$ cat config.mk
export PLATFORM = sky130hd
export DESIGN_NAME = pwm_array
export DESIGN_NICKNAME = d
export VERILOG_FILES = /design/src/rtl/pwm_pkg.sv /design/src/rtl/pwm_regs.sv /design/src/rtl/pwm_pair_div.sv /design/src/rtl/pwm_chan.sv /design/src/rtl/pwm_array.sv
export SDC_FILE = /design/constraint.sdc
export NUM_CORES = 1
export LEC_CHECK = 0
export ABC_AREA = 1
export BUFFER_PORTS_ARGS = -buffer_cell sky130_fd_sc_hd__buf_2
export CAP_MARGIN = 20
export CELL_PAD_IN_SITES_DETAIL_PLACEMENT = 1
export CELL_PAD_IN_SITES_GLOBAL_PLACEMENT = 2
export CORE_ASPECT_RATIO = 1.4
export CORE_MARGIN = 5
export CORE_UTILIZATION = 34
export DETAILED_ROUTE_END_ITERATION = 10
export PLACE_DENSITY_LB_ADDON = 0.1
export SLEW_MARGIN = 20
export SYNTH_ARGS = -nofsm -noshare
export SYNTH_HDL_FRONTEND = slang
export SYNTH_SLANG_ARGS = --single-unit
$ cat constraint.sdc
create_clock -name clk -period 4.3 [get_ports clk]
set_input_delay 0.43 -clock clk [delete_from_list [all_inputs] [get_ports clk]]
set_output_delay 0.43 -clock clk [all_outputs]
set_load 0.01 [all_outputs]
$ cat src/rtl/pwm_pkg.sv
package pwm_pkg;
  localparam int ADDR_W    = 12;
  localparam int DATA_W    = 32;
  localparam int CNT_W     = 16;
  localparam int PSC_W     = 8;
  localparam int EXP_W     = 4;
  localparam int EXP_MAX   = 8;
  localparam int DIV_W     = EXP_MAX;

  localparam logic [ADDR_W-1:0] CLK_BASE  = 12'h020;
  localparam logic [ADDR_W-1:0] CLK_STEP  = 12'h004;
  localparam logic [ADDR_W-1:0] GATE_ADDR = 12'h040;
  localparam logic [ADDR_W-1:0] EN_ADDR   = 12'h080;
  localparam logic [ADDR_W-1:0] CTL_BASE  = 12'h100;
  localparam logic [ADDR_W-1:0] PER_OFS   = 12'h004;
  localparam logic [ADDR_W-1:0] CH_STEP   = 12'h020;
  localparam int BYP_SHIFT = 16;

  typedef struct packed {
    logic               en;
    logic               gate;
    logic               byp;
    logic               pol;
    logic [PSC_W-1:0]   k;
    logic [CNT_W-1:0]   ent;
    logic [CNT_W-1:0]   act;
  } chan_cfg_t;

  function automatic logic [EXP_W-1:0] clamp_exp(input logic [EXP_W-1:0] m);
    return (m > EXP_W'(EXP_MAX)) ? EXP_W'(EXP_MAX) : m;
  endfunction
endpackage

$ cat src/rtl/pwm_regs.sv
module pwm_regs
  import pwm_pkg::*;
#(
  parameter int NCH = 4
) (
  input  logic              clk,
  input  logic              rst_n,
  input  logic              reg_we,
  input  logic [ADDR_W-1:0] reg_addr,
  input  logic [DATA_W-1:0] reg_wdata,
  output logic [DATA_W-1:0] reg_rdata,
  output chan_cfg_t         cfg [NCH],
  output logic              pair_bus [(NCH+1)/2],
  output logic [EXP_W-1:0]  pair_exp [(NCH+1)/2]
);
  localparam int NPAIR = (NCH + 1) / 2;

  logic [1:0]       src_q [NPAIR];
  logic [EXP_W-1:0] exp_q [NPAIR];
  logic [NCH-1:0]   en_q, gate_q, byp_q;
  logic [8:0]       ctl_q [NCH];
  logic [DATA_W-1:0] per_q [NCH];

  function automatic logic [ADDR_W-1:0] ctl_addr(input int ch);
    return CTL_BASE + ADDR_W'(ch) * CH_STEP;
  endfunction

  always_ff @(posedge clk) begin
    if (!rst_n) begin
      en_q   <= '0;
      gate_q <= '0;
      byp_q  <= '0;
      for (int p = 0; p < NPAIR; p++) begin
        src_q[p] <= '0;
        exp_q[p] <= '0;
      end
      for (int c = 0; c < NCH; c++) begin
        ctl_q[c] <= '0;
        per_q[c] <= '0;
      end
    end else if (reg_we) begin
      if (reg_addr == EN_ADDR) en_q <= reg_wdata[NCH-1:0];
      if (reg_addr == GATE_ADDR) begin
        gate_q <= reg_wdata[NCH-1:0];
        byp_q  <= reg_wdata[BYP_SHIFT +: NCH];
      end
      for (int p = 0; p < NPAIR; p++) begin
        if (reg_addr == CLK_BASE + ADDR_W'(p) * CLK_STEP) begin
          src_q[p] <= reg_wdata[8:7];
          exp_q[p] <= reg_wdata[EXP_W-1:0];
        end
      end
      for (int c = 0; c < NCH; c++) begin
        if (reg_addr == ctl_addr(c))           ctl_q[c] <= reg_wdata[8:0];
        if (reg_addr == ctl_addr(c) + PER_OFS) per_q[c] <= reg_wdata;
      end
    end
  end

  always_comb begin
    reg_rdata = '0;
    if (reg_addr == EN_ADDR) reg_rdata[NCH-1:0] = en_q;
    if (reg_addr == GATE_ADDR) begin
      reg_rdata[NCH-1:0]          = gate_q;
      reg_rdata[BYP_SHIFT +: NCH] = byp_q;
    end
    for (int p = 0; p < NPAIR; p++) begin
      if (reg_addr == CLK_BASE + ADDR_W'(p) * CLK_STEP) begin
        reg_rdata[8:7]       = src_q[p];
        reg_rdata[EXP_W-1:0] = exp_q[p];
      end
    end
    for (int c = 0; c < NCH; c++) begin
      if (reg_addr == ctl_addr(c))           reg_rdata[8:0] = ctl_q[c];
      if (reg_addr == ctl_addr(c) + PER_OFS) reg_rdata      = per_q[c];
    end
  end

  for (genvar p = 0; p < NPAIR; p++) begin : g_pair
    assign pair_bus[p] = |src_q[p];
    assign pair_exp[p] = exp_q[p];
  end

  for (genvar c = 0; c < NCH; c++) begin : g_cfg
    assign cfg[c] = '{en:   en_q[c],
                      gate: gate_q[c],
                      byp:  byp_q[c],
                      pol:  ctl_q[c][8],
                      k:    ctl_q[c][7:0],
                      ent:  per_q[c][31:16],
                      act:  per_q[c][15:0]};
  end

  assert_en_write_R2: assert property (@(posedge clk) disable iff (!rst_n)
    reg_we && reg_addr == EN_ADDR |=> en_q == $past(reg_wdata[NCH-1:0]));
endmodule

$ cat src/rtl/pwm_pair_div.sv
module pwm_pair_div
  import pwm_pkg::*;
(
  input  logic             clk,
  input  logic             rst_n,
  input  logic             osc_tick,
  input  logic             bus_tick,
  input  logic             sel_bus,
  input  logic [EXP_W-1:0] exp_raw,
  output logic             div_tick
);
  logic [DIV_W-1:0] acc;
  logic [EXP_W-1:0] m_eff;
  logic [DIV_W-1:0] mask;
  logic             src_tick;

  assign src_tick = sel_bus ? bus_tick : osc_tick;
  assign m_eff    = clamp_exp(exp_raw);
  assign mask     = DIV_W'((9'd1 << m_eff) - 9'd1);
  assign div_tick = src_tick && ((acc & mask) == mask);

  always_ff @(posedge clk) begin
    if (!rst_n)        acc <= '0;
    else if (src_tick) acc <= acc + 1'b1;
  end

  assert_div_spacing_R7: assert property (@(posedge clk) disable iff (!rst_n)
    div_tick && m_eff != 0 |=> !div_tick || m_eff != $past(m_eff));
endmodule

$ cat src/rtl/pwm_chan.sv
module pwm_chan
  import pwm_pkg::*;
(
  input  logic      clk,
  input  logic      rst_n,
  input  chan_cfg_t cfg,
  input  logic      pair_tick,
  output logic      pin
);
  logic [PSC_W-1:0] pk;
  logic [CNT_W-1:0] cnt, sh_ent, sh_act, last;
  logic             tgl, step_in, ptick, at_last, active;

  assign step_in = cfg.en && cfg.gate && pair_tick;
  assign ptick   = step_in && (pk >= cfg.k);
  assign last    = (sh_ent == '0) ? '0 : sh_ent - 1'b1;
  assign at_last = cnt >= last;

  always_ff @(posedge clk) begin
    if (!rst_n) begin
      pk <= '0; cnt <= '0; tgl <= 1'b0;
      sh_ent <= '0; sh_act <= '0;
    end else if (!cfg.en) begin
      pk <= '0; cnt <= '0; tgl <= 1'b0;
      sh_ent <= cfg.ent; sh_act <= cfg.act;
    end else begin
      if (step_in) pk <= ptick ? '0 : pk + 1'b1;
      if (ptick) begin
        tgl <= ~tgl;
        if (at_last) begin
          cnt    <= '0;
          sh_ent <= cfg.ent;
          sh_act <= cfg.act;
        end else begin
          cnt <= cnt + 1'b1;
        end
      end
    end
  end

  assign active = cfg.byp ? tgl : (cnt < sh_act);
  assign pin    = (cfg.en && active) ? cfg.pol : ~cfg.pol;

  assert_cnt_bound_R3: assert property (@(posedge clk) disable iff (!rst_n)
    cfg.en && sh_ent != '0 |-> cnt < sh_ent);
  assert_shadow_hold_R12: assert property (@(posedge clk) disable iff (!rst_n)
    cfg.en && !(ptick && at_last) ##1 cfg.en |-> $stable(sh_ent) && $stable(sh_act));
  assert_gate_freeze_R10: assert property (@(posedge clk) disable iff (!rst_n)
    cfg.en && !cfg.gate ##1 cfg.en |-> $stable(cnt) && $stable(tgl));
  assert_bypass_hold_R11: assert property (@(posedge clk) disable iff (!rst_n)
    cfg.en && !ptick ##1 cfg.en |-> $stable(tgl));
endmodule

$ cat src/rtl/pwm_array.sv
module pwm_array
  import pwm_pkg::*;
#(
  parameter int NCH = 4
) (
  input  logic              clk,
  input  logic              rst_n,
  input  logic              osc_tick,
  input  logic              bus_tick,
  input  logic              reg_we,
  input  logic [ADDR_W-1:0] reg_addr,
  input  logic [DATA_W-1:0] reg_wdata,
  output logic [DATA_W-1:0] reg_rdata,
  output logic [NCH-1:0]    pwm_out
);
  localparam int NPAIR = (NCH + 1) / 2;

  chan_cfg_t        cfg      [NCH];
  logic             pair_bus [NPAIR];
  logic [EXP_W-1:0] pair_exp [NPAIR];
  logic             pair_tk  [NPAIR];

  pwm_regs #(.NCH(NCH)) regs_i (
    .clk, .rst_n, .reg_we, .reg_addr, .reg_wdata, .reg_rdata,
    .cfg(cfg), .pair_bus(pair_bus), .pair_exp(pair_exp)
  );

  for (genvar p = 0; p < NPAIR; p++) begin : g_pair
    pwm_pair_div div_i (
      .clk, .rst_n, .osc_tick, .bus_tick,
      .sel_bus(pair_bus[p]), .exp_raw(pair_exp[p]), .div_tick(pair_tk[p])
    );
  end

  for (genvar c = 0; c < NCH; c++) begin : g_chan
    pwm_chan chan_i (
      .clk, .rst_n, .cfg(cfg[c]), .pair_tick(pair_tk[c/2]), .pin(pwm_out[c])
    );
  end
endmodule

==> metrics.txt, run 1 <==
outcome finished clean; P per Cell Area 340 nW/um^2; setup bufs post-CTS 0; most common cell after layout, fill and taps aside nand2_1; Post-Route Skew 26.9 ps; gr usage total 0.232; asr flop ratio synth 0; DP HPWL 72,900 um; Tcrit/Tclk final 0.886; Hold Crit Depth 3; crit path time final 3810 ps; Worst-Skew Late Latency 620 ps; top-area cell type share of the netlist area 0.210; Main synth FF type dfxtp_1; library cells used by synthesis 47; Resize count post-CTS 0; #FFs+latches synth 432; critical path depth 23; crit path max fanout 33; CP max-delay cell nor2_8; worst path buffer plus inverter count 4; Die Y 332 um; initial antenna violation count 3; Netlist Area Pre-Place 25,200 sq um; HP Class in -> reg; full die area 79,700 sq um; final hold vios 0; Setup Total Neg Slack 0 ps; Vias 23,500; # port buffers 84; DIE WIDTH 240 um; Seq/Total Area, Yosys 0.413; Worst setup EP type flip-flop; delay-heaviest family, CP simple AND/OR/NAND/NOR gates; most frequent cells in the layout 775 x nand2_1, 427 x inv_1, 418 x nor2_1; LEAKAGE 0.0126 uW; drt pass-1 iters 5; routed length per placed instance 21.2 um; first-pass GRT wire length 145,000 um; number of global-route vias before repair 24,400; Max stage delay on crit path 450 ps; Iter 0 DRT Violations 1,540; final setup vio count 0; syn_nets 3,628; H-tree depth 2; crit path cell chain nor2_1 > nand2_1 > nor3_1 > inv_1 > nor2_1 > inv_1 > nor2_1 > nand2_1 > nor3_1 > xor2_1 > nand2_1 > ha_1 > nand2_1 > inv_1 > nand3_1 > nor3_1 > nand2_1 > nand3_1 > nor2_1 > nor2_8 > nand2_1 > nand2_1 > inv_1; Core Area 73,800 sq um; max_cap viols 0; number of antenna diodes 0; top cells by area, synth edfxtp_1 21%, dfxtp_1 20%, nand2_1 12%; Yosys warnings 0; Post-Place Setup Slack 448 ps; Vias/cell 5.25; worst r2r path cells 23; max-slew violation count 0; R2R Setup Slk 490 ps; number of buffers created by CTS 50; final RePlAce weighted congestion 0.860; Total Wirelength 94,600 um; Synth-to-Final Area Change 12.4%; GR Overflow Total 0; TritonCTS Sinks 432; DRT antenna net count 0; cts hold-fix bufs 0; Clock Path Buffers 3; critical path class reg -> reg; NumNets Final 3,696; critical path arrival 4320 ps; CTS tree yes; Worst VDD drop 269 uV; startpoint types flip-flop; worst slew pin tran 936 ps; Rel. slew slack 0.369; Initial Util 0.341; Post-Synthesis Cells 3,403; FP Rows 118; Post-synth EDFFs 176; post-synth top area cell edfxtp_1; clock-pin slew on the worst setup and hold paths 60 ps; FMAX 0.263 GHz; Mapped Avg Cell Area 7.40 sq um; root buffer cell clkbuf_16; RSZ-0062 raised after global routing false; most used cell, CP nand2_1; share of cells above drive strength 1 0.0686; Top Ports 85; largest net degree at the start of global routing 60; fin worst setup slack 492 ps; Req. time, crit path 4810 ps; Remaining DRCs 0
## stage by stage
| stage | area, sq um | total power, uW | utilization | cells | hold WS [ps] |
|---|---|---|---|---|---|
| global placement | 26700 | 5320 | 0.362 | 4379 | 451 |
| finish | 28300 | 9620 | 0.384 | 4471 | 104 |
| global route | 28300 | 10000 | 0.384 | 4471 | 110 |
| detailed placement | 26700 | 5350 | 0.362 | 4379 | 456 |
| CTS | 28300 | 9730 | 0.384 | 4471 | 71.7 |
| floorplan | 25200 | 5020 | - | 3403 | 440 |
## flip-flops by register name, summed over array words and instances (netlist names)
name                  flops
regs_i.en_q               4
regs_i.per_q            128
g_chan.chan_i.tgl         4
regs_i.src_q              4
regs_i.byp_q              4
g_chan.chan_i.pk         32
regs_i.ctl_q             36
regs_i.exp_q              8
g_pair.div_i.acc         16
g_chan.chan_i.cnt        64
g_chan.chan_i.sh_ent     64
regs_i.gate_q             4
g_chan.chan_i.sh_act     64
## cell type report
cell class / instances / area [sq um]
inverters: 444 / 1670
clock buffers: 62 / 1330
multi-input cells: 2412 / 12600
well taps: 960 / 1200
fillers: 9154 / 45500
clock inverters: 30 / 292
flip-flops and latches: 432 / 10400
repair buffers: 131 / 813
## metal layers
metal | up-vias | share of wire | global-route usage
met4 | 2 | 0.023 | 0.0519
li1 | 11400 | - | -
met2 | 426 | 0.51 | 0.420
met3 | 100 | 0.039 | 0.0270
met5 | - | 0.00012 | 0
met1 | 11600 | 0.43 | 0.297
## logic make-up after synthesis
logic type                 count (synthesis)  synth area share
xor gates and xnor gates                  71            0.0247
and+or+nand+nor                         1719             0.292
DFF                                      432             0.413
adders and majority gates                176            0.0874
AOI/OAI and AO/OA                        446            0.0951
buffers and inverters                    559            0.0872
## synth_stat cells, types with 3 or more instances
cell       number
a211oi_1        3
a21oi_1       289
a221o_1         3
a31oi_1         6
and3_1          3
buf_1           7
buf_2          29
buf_4           8
buf_6           4
clkbuf_1       67
clkinv_1       11
dfxtp_1       256
edfxtp_1      176
ha_1          176
inv_1         427
inv_2           5
nand2_1       775
nand2_2         7
nand2_4         3
nand3_1       316
nand3b_1       12
nand4_1        74
nor2_1        419
nor2_8          3
nor3_1         72
nor3b_1         6
nor4_1         19
o2111ai_1       7
o211ai_1       27
o21ai_0        94
o22ai_1         4
or2_2           6
xnor2_1        18
xor2_1         53
## power by group
group	internal (uW)	switching [uW]
clock network	2490	1870
logic	217	485
registers	4410	143
total	7120	2490
## final timing paths
kind | end | from
min | regs_i.gate_q[0]$_SDFFE_PN0P_ | reg_wdata[0]
min reg2reg | g_chan[1].chan_i.sh_act[3]$_SDFFE_PN0P_ | g_chan[1].chan_i.sh_act[3]$_SDFFE_PN0P_
max reg2reg | g_chan[2].chan_i.sh_ent[10]$_SDFFE_PN0P_ | g_chan[2].chan_i.sh_ent[2]$_SDFFE_PN0P_
max | g_chan[2].chan_i.sh_ent[10]$_SDFFE_PN0P_ | g_chan[2].chan_i.sh_ent[2]$_SDFFE_PN0P_
## tightest hold or removal path: stages
cell,delay (ps)
buf_2,120
nand2_1,60
a21oi_1,50
No activity file was read; power rests on OpenSTA's default activity.
==> run 2: changes to the inputs <==
- CTS_BUF_LIST: default -> sky130_fd_sc_hd__clkbuf_16
- CTS_CLUSTER_SIZE: default -> 28
- clock period: 4.3 -> 3.3 ns (I/O delays scaled with it)
==> run 2 against run 1 <==
Compared with the run above: register-to-register slack worse by 370 ps; critical endpoint is now g_chan[2].chan_i.sh_act[11]$_SDFFE_PN0P_; global-route usage is 0.37 points higher; sequential cell count did not move; design area increased by 7.3%; largest power group unchanged.
==> metrics.txt, run 2 (synthesis results as in run 1) <==
FP Rows 118; Hold Startpoint reg_wdata[18]; startpoint types flip-flop; Tcrit/Tclk final 0.963; drt pass-1 iters 5; # port buffers 84; DP HPWL 74,200 um; gr usage total 0.236; most frequent cells in the layout 749 x nand2_1, 422 x inv_1, 394 x nor2_1; initial antenna violation count 3; full die area 79,700 sq um; crit path time final 3180 ps; number of antenna diodes 0; final setup vio count 0; CP max-delay cell nor4_4; Max stage delay on crit path 420 ps; max reg flops 128; crit path max fanout 7; Req. time, crit path 3820 ps; Remaining DRCs 0; Post-Route Skew 27.5 ps; multi-input logic area 13,300 sq um; Core Area 73,800 sq um; Rel. slew slack 0.477; clock-pin slew on the worst setup and hold paths 60 ps; number of buffers created by CTS 50; FILL cells 9,080; Initial Util 0.341; Sequential Area 10,400 sq um; Worst VDD drop 356 uV; worst slew pin tran 783 ps; Top Ports 85; R2R Path Start g_chan[2].chan_i.sh_ent[0]$_SDFFE_PN0P_; HP Class in -> reg; share of cells above drive strength 1 0.136; max_cap viols 0; Setup Total Neg Slack 0 ps; P per Cell Area 420 nW/um^2; final hold vios 0; Vias/cell 5.26; LEAKAGE 0.0136 uW; NumNets Final 3,815; critical path class reg -> reg; final RePlAce weighted congestion 0.862; H-tree depth 2; Vias 24,100; DRT antenna net count 0; largest net degree at the start of global routing 40; Total Wirelength 98,500 um; final core utilization 0.412; FMAX 0.315 GHz; most common cell after layout, fill and taps aside nand2_1; Largest Register regs_i.per_q; GR Overflow Total 0; Worst-Skew Late Latency 620 ps; RSZ-0062 raised after global routing true; Worst setup EP type flip-flop; most used cell, CP o21ai_2; max-slew violation count 0; outcome finished clean; Clock Path Buffers 3; Iter 0 DRT Violations 1,449; root buffer cell clkbuf_16; CP Launch Point g_chan[2].chan_i.sh_ent[0]$_SDFFE_PN0P_; DIE WIDTH 240 um; routed length per placed instance 21.5 um; Synth-to-Final Area Change 20.7%; Hold WS 101 ps; critical path arrival 3700 ps; Die Y 332 um; crit path cell chain inv_2 > buf_6 > ha_4 > nand4_1 > nor4_4 > clkinvlp_4 > o21ai_2 > ha_1 > a21oi_1 > o21ai_2 > a21oi_4 > nand3_4 > buf_12 > nand2_8 > clkbuf_16 > nand3_1 > nand2_1 > inv_1; number of global-route vias before repair 24,800; TritonCTS Sinks 432; first-pass GRT wire length 148,000 um; CTS tree yes
run 2: cell count changes in the layout (fill, tap and decap cells not counted), sizes merged:
| cell | previous run | this run |
|---|---|---|
| inv | 434 | 449 |
| buf | 131 | 235 |
| dlygate4sd3 | 0 | 4 |
| clkinvlp | 4 | 6 |
| clkinv | 31 | 25 |
| clkbuf | 62 | 64 |
run 2: power breakdown:
| part | internal, uW | leakage, uW | total (uW) | switching (uW) |
|---|---|---|---|---|
| logic | 361 | 0.00895 | 1070 | 708 |
| registers | 5750 | 0.00377 | 5930 | 177 |
| clock network | 3330 | 0.000862 | 5780 | 2450 |
run 2: worst max-delay path, delay by kind of cell, from the launching register on:
family	cells	cell delay (ps)
buffers and inverters	6	830
and+or+nand+nor	6	910
DFF	1	330
adders and majority gates	2	390
AOI/OAI and AO/OA	4	610
run 2: per-stage QoR:
stage	setup slack (ps)	total power (uW)	cells	cell area, sq um
2_1_floorplan	-10.3	6550	3403	25200
3_3_place_gp	-27.5	6970	4449	27400
3_5_place_dp	-215	7010	4449	27400
4_1_cts	-14.4	12800	4549	29200
5_1_grt	-117	13300	4592	30400
6_report	121	12800	4592	30400
run 2: path summary, 6_finish.rpt:
check                           cells past startpoint                                  endpoint  slack, ps
worst max-delay path                               18  g_chan[2].chan_i.sh_act[11]$_SDFFE_PN0P_        120
worst min-delay path                                3              regs_i.byp_q[2]$_SDFFE_PN0P_        100
worst max register to register                     18  g_chan[2].chan_i.sh_act[11]$_SDFFE_PN0P_        120
worst min register to register                      2  g_chan[1].chan_i.sh_act[15]$_SDFFE_PN0P_        460
run 2: repair_timing:
item,CTS,global route
resized for setup,24,180
setup endpoints to repair,93,174
pin swaps,1,80
cloned,2,13
hold endpoints to repair,4,0
setup buffers,0,30
hold buffers,4,0
run 2: area by class of cell:
class / instances / share of cell area
repair inverters: 1 / 0.000247
repair buffers: 249 / 0.0700
clock buffers: 54 / 0.0444
multi-input cells: 2412 / 0.438
well taps: 960 / 0.0395
clock inverters: 40 / 0.0105
inverters: 444 / 0.0549
flip-flops and latches: 432 / 0.343
run 2: per-layer routing:
metal	vias to the layer above	global-route usage	part of all wire
li1	11600	-	-
met1	12000	0.307	0.44
met2	440	0.419	0.50
met3	118	0.0272	0.037
met4	0	0.0528	0.025
met5	-	0	0
==> run 3: changes to the inputs <==
- ABC_AREA: 1 -> default
- CORE_UTILIZATION: 34 -> 36
==> run 3 against run 2 <==
Compared with the run above: the run now ends with setup timing left; global-route usage is 0.17 points lower; routed wire length is 11% lower; clock-buffer cell count is 4 lower; worst hold slack worse by 48 ps; via count is 14% lower; clock power is 9.3% lower; fmax is 13% lower; highest routed layer unchanged.
==> metrics.txt, run 3 <==
RSZ-0062 raised after global routing true; Rel. slew slack 0.342; Seq/Total Area, Yosys 0.440; DIE WIDTH 227 um; post-synth top area cell edfxtp_1; root buffer cell clkbuf_16; NumNets Final 3,125; full die area 71,000 sq um; Top Ports 85; #FFs+latches synth 432; largest net degree at the start of global routing 132; FILL cells 7,338; Worst VDD drop 437 uV; startpoint types flip-flop; final setup vio count 174; Worst setup EP type flip-flop; P per Cell Area 400 nW/um^2; Tcrit/Tclk final 1.11; final RePlAce weighted congestion 0.867; Netlist Area Pre-Place 23,700 sq um; share of cells above drive strength 1 0.262; Synth-to-Final Area Change 30.1%; TritonCTS Sinks 432; H-tree depth 2; most numerous cell in the Yosys netlist nand2_1; Hold Startpoint reg_wdata[28]; Synth Area in Compound Gates 0.116; drt pass-1 iters 6; critical path arrival 4130 ps; Clock Path Buffers 3; Largest Register regs_i.per_q; Die Y 313 um; most frequent cells in the layout 310 x nand2_1, 242 x dfxtp_1, 202 x buf_4; DP HPWL 62,500 um; Req. time, crit path 3770 ps; GR Overflow Total 0; CTS tree yes; Main synth FF type dfxtp_1; max-slew violation count 0; combinational family with the most area after synthesis simple AND/OR/NAND/NOR gates; crit path max fanout 8; critical path class reg -> reg; worst r2r path cells 17; Placed Area 26,700 sq um; top cells by area, synth edfxtp_1 22%, dfxtp_1 22%, ha_1 9.3%; top-area cell type share of the netlist area 0.223; crit path cell chain or4_4 > nor4_4 > nand2b_1 > buf_4 > nor2_2 > xor2_1 > nand2_2 > ha_4 > and3_4 > nand2_4 > a211oi_4 > a21oi_4 > o31a_4 > buf_12 > buf_16 > nand3_1 > o21ai_1; post-synthesis adder-cell area fraction 0.0931; first-pass GRT wire length 130,000 um; Post-Synthesis Cells 2,618; number of buffers created by CTS 49; max_cap viols 0; Vias 20,700; Hold Crit Depth 2; R2R Path Start g_chan[3].chan_i.sh_ent[9]$_SDFFE_PN0P_; number of global-route vias before repair 21,800; library cells used by synthesis 74; most common cell after layout, fill and taps aside nand2_1; max reg flops 128; FMAX 0.273 GHz; Vias/cell 5.47; Iter 0 DRT Violations 1,106; DRT antenna net count 0; syn_nets 2,843; Initial Util 0.363; crit path time final 3660 ps; Yosys warnings 0; simple-gate share of the synthesized area 0.244; Post-Route Skew 26.3 ps; Post-Layout Cell Count 3,792; # port buffers 84; Post-Synth XOR/XNOR Area 0.0555; final hold vios 0; Core Area 65,300 sq um; asr flop ratio synth 0; Pwr Total 12,300 uW; Max stage delay on crit path 550 ps; Mapped Avg Cell Area 9.04 sq um; Total Wirelength 87,200 um; Post-synth EDFFs 176; routed length per placed instance 23.0 um; post-synthesis mux area share 0.00745; clock-pin slew on the worst setup and hold paths 60 ps; most frequent cells after synthesis 332 x nand2_1, 256 x dfxtp_1, 204 x nand3_1; outcome finished with violations; initial antenna violation count 5; HP Class in -> reg; failing checks setup timing; cts hold-fix bufs 0; gr usage total 0.234; worst slew pin tran 978 ps; Remaining DRCs 0; LEAKAGE 0.0123 uW; CP Launch Point g_chan[3].chan_i.sh_ent[9]$_SDFFE_PN0P_; FP Rows 111; CP max-delay cell or4_4; fin worst setup slack -356 ps; Placed Instances 3,619; final instance area 30,800 sq um; Worst-Skew Late Latency 600 ps
==> run 3: worst paths after layout <==
check             slack (ps)                                       end
hold / removal            50         regs_i.per_q[3][28]$_SDFFCE_PN0P_
setup / recovery        -360  g_chan[3].chan_i.sh_act[14]$_SDFFE_PN0P_
setup reg to reg        -360  g_chan[3].chan_i.sh_act[14]$_SDFFE_PN0P_
hold reg to reg          470   g_chan[2].chan_i.sh_act[8]$_SDFFE_PN0P_
==> run 3: layer usage <==
layer,vias up,GRT usage,part of all wire
met5,-,0,0
met2,379,0.444,0.53
met4,0,0.0561,0.027
li1,9805,-,-
met3,121,0.0231,0.033
met1,10400,0.283,0.41
==> run 3: metrics by stage <==
stage | hold WS (ps) | util | worst slack (ps) | TNS (ps)
final | 53.4 | 0.472 | -356 | -32650
after detailed placement | 446 | 0.408 | -306 | -46310
after global routing | 53.2 | 0.471 | -456 | -54550
after CTS | 28.7 | 0.456 | -270 | -25850
after floorplan | 428 | - | -125 | -4950
after global placement | 440 | 0.408 | -268 | -36710
==> run 3: timing repair <==
item	CTS	global route
resized for setup	228	235
gates cloned	22	9
pin swaps	51	107
endpoints found under the setup margin	196	199
buffers inserted	43	20
==> run 3: kinds of logic after synthesis <==
| group | Yosys count |
|---|---|
| mux | 17 |
| xor+xnor | 150 |
| flops | 432 |
| fa+ha+maj | 176 |
| simple gates | 1155 |
| buf+inv | 263 |
| compound gates | 425 |
==> run 3: worst max-delay path: cells and delay by family, from the launching register on <==
family | cells | cell delay, ps
AO/OA/AOI/OAI | 4 | 790
adder cells (fa/ha/maj) | 1 | 290
AND/OR/NAND/NOR | 8 | 1420
buffers and inverters | 3 | 480
flip-flops | 1 | 320
XOR/XNOR | 1 | 230
==> run 3: final cells by class <==
| cell class | count | area (sq um) | share of cell area |
|---|---|---|---|
| Multi-Input combinational cell | 1926 | 14000 | 0.455 |
| Sequential cell | 432 | 10400 | 0.339 |
| Timing Repair Buffer | 361 | 3290 | 0.107 |
| Clock buffer | 50 | 1250 | 0.0406 |
| Tap cell | 847 | 1060 | 0.0344 |
| Inverter | 130 | 488 | 0.0159 |
| Clock inverter | 41 | 251 | 0.00817 |
| Antenna cell | 5 | 12.5 | 0.000406 |
==> run 3: power by group <==
part	internal (uW)	total [uW]	switching [uW]
combinational	475	1140	669
clock	2900	5240	2330
sequential	5750	5920	166
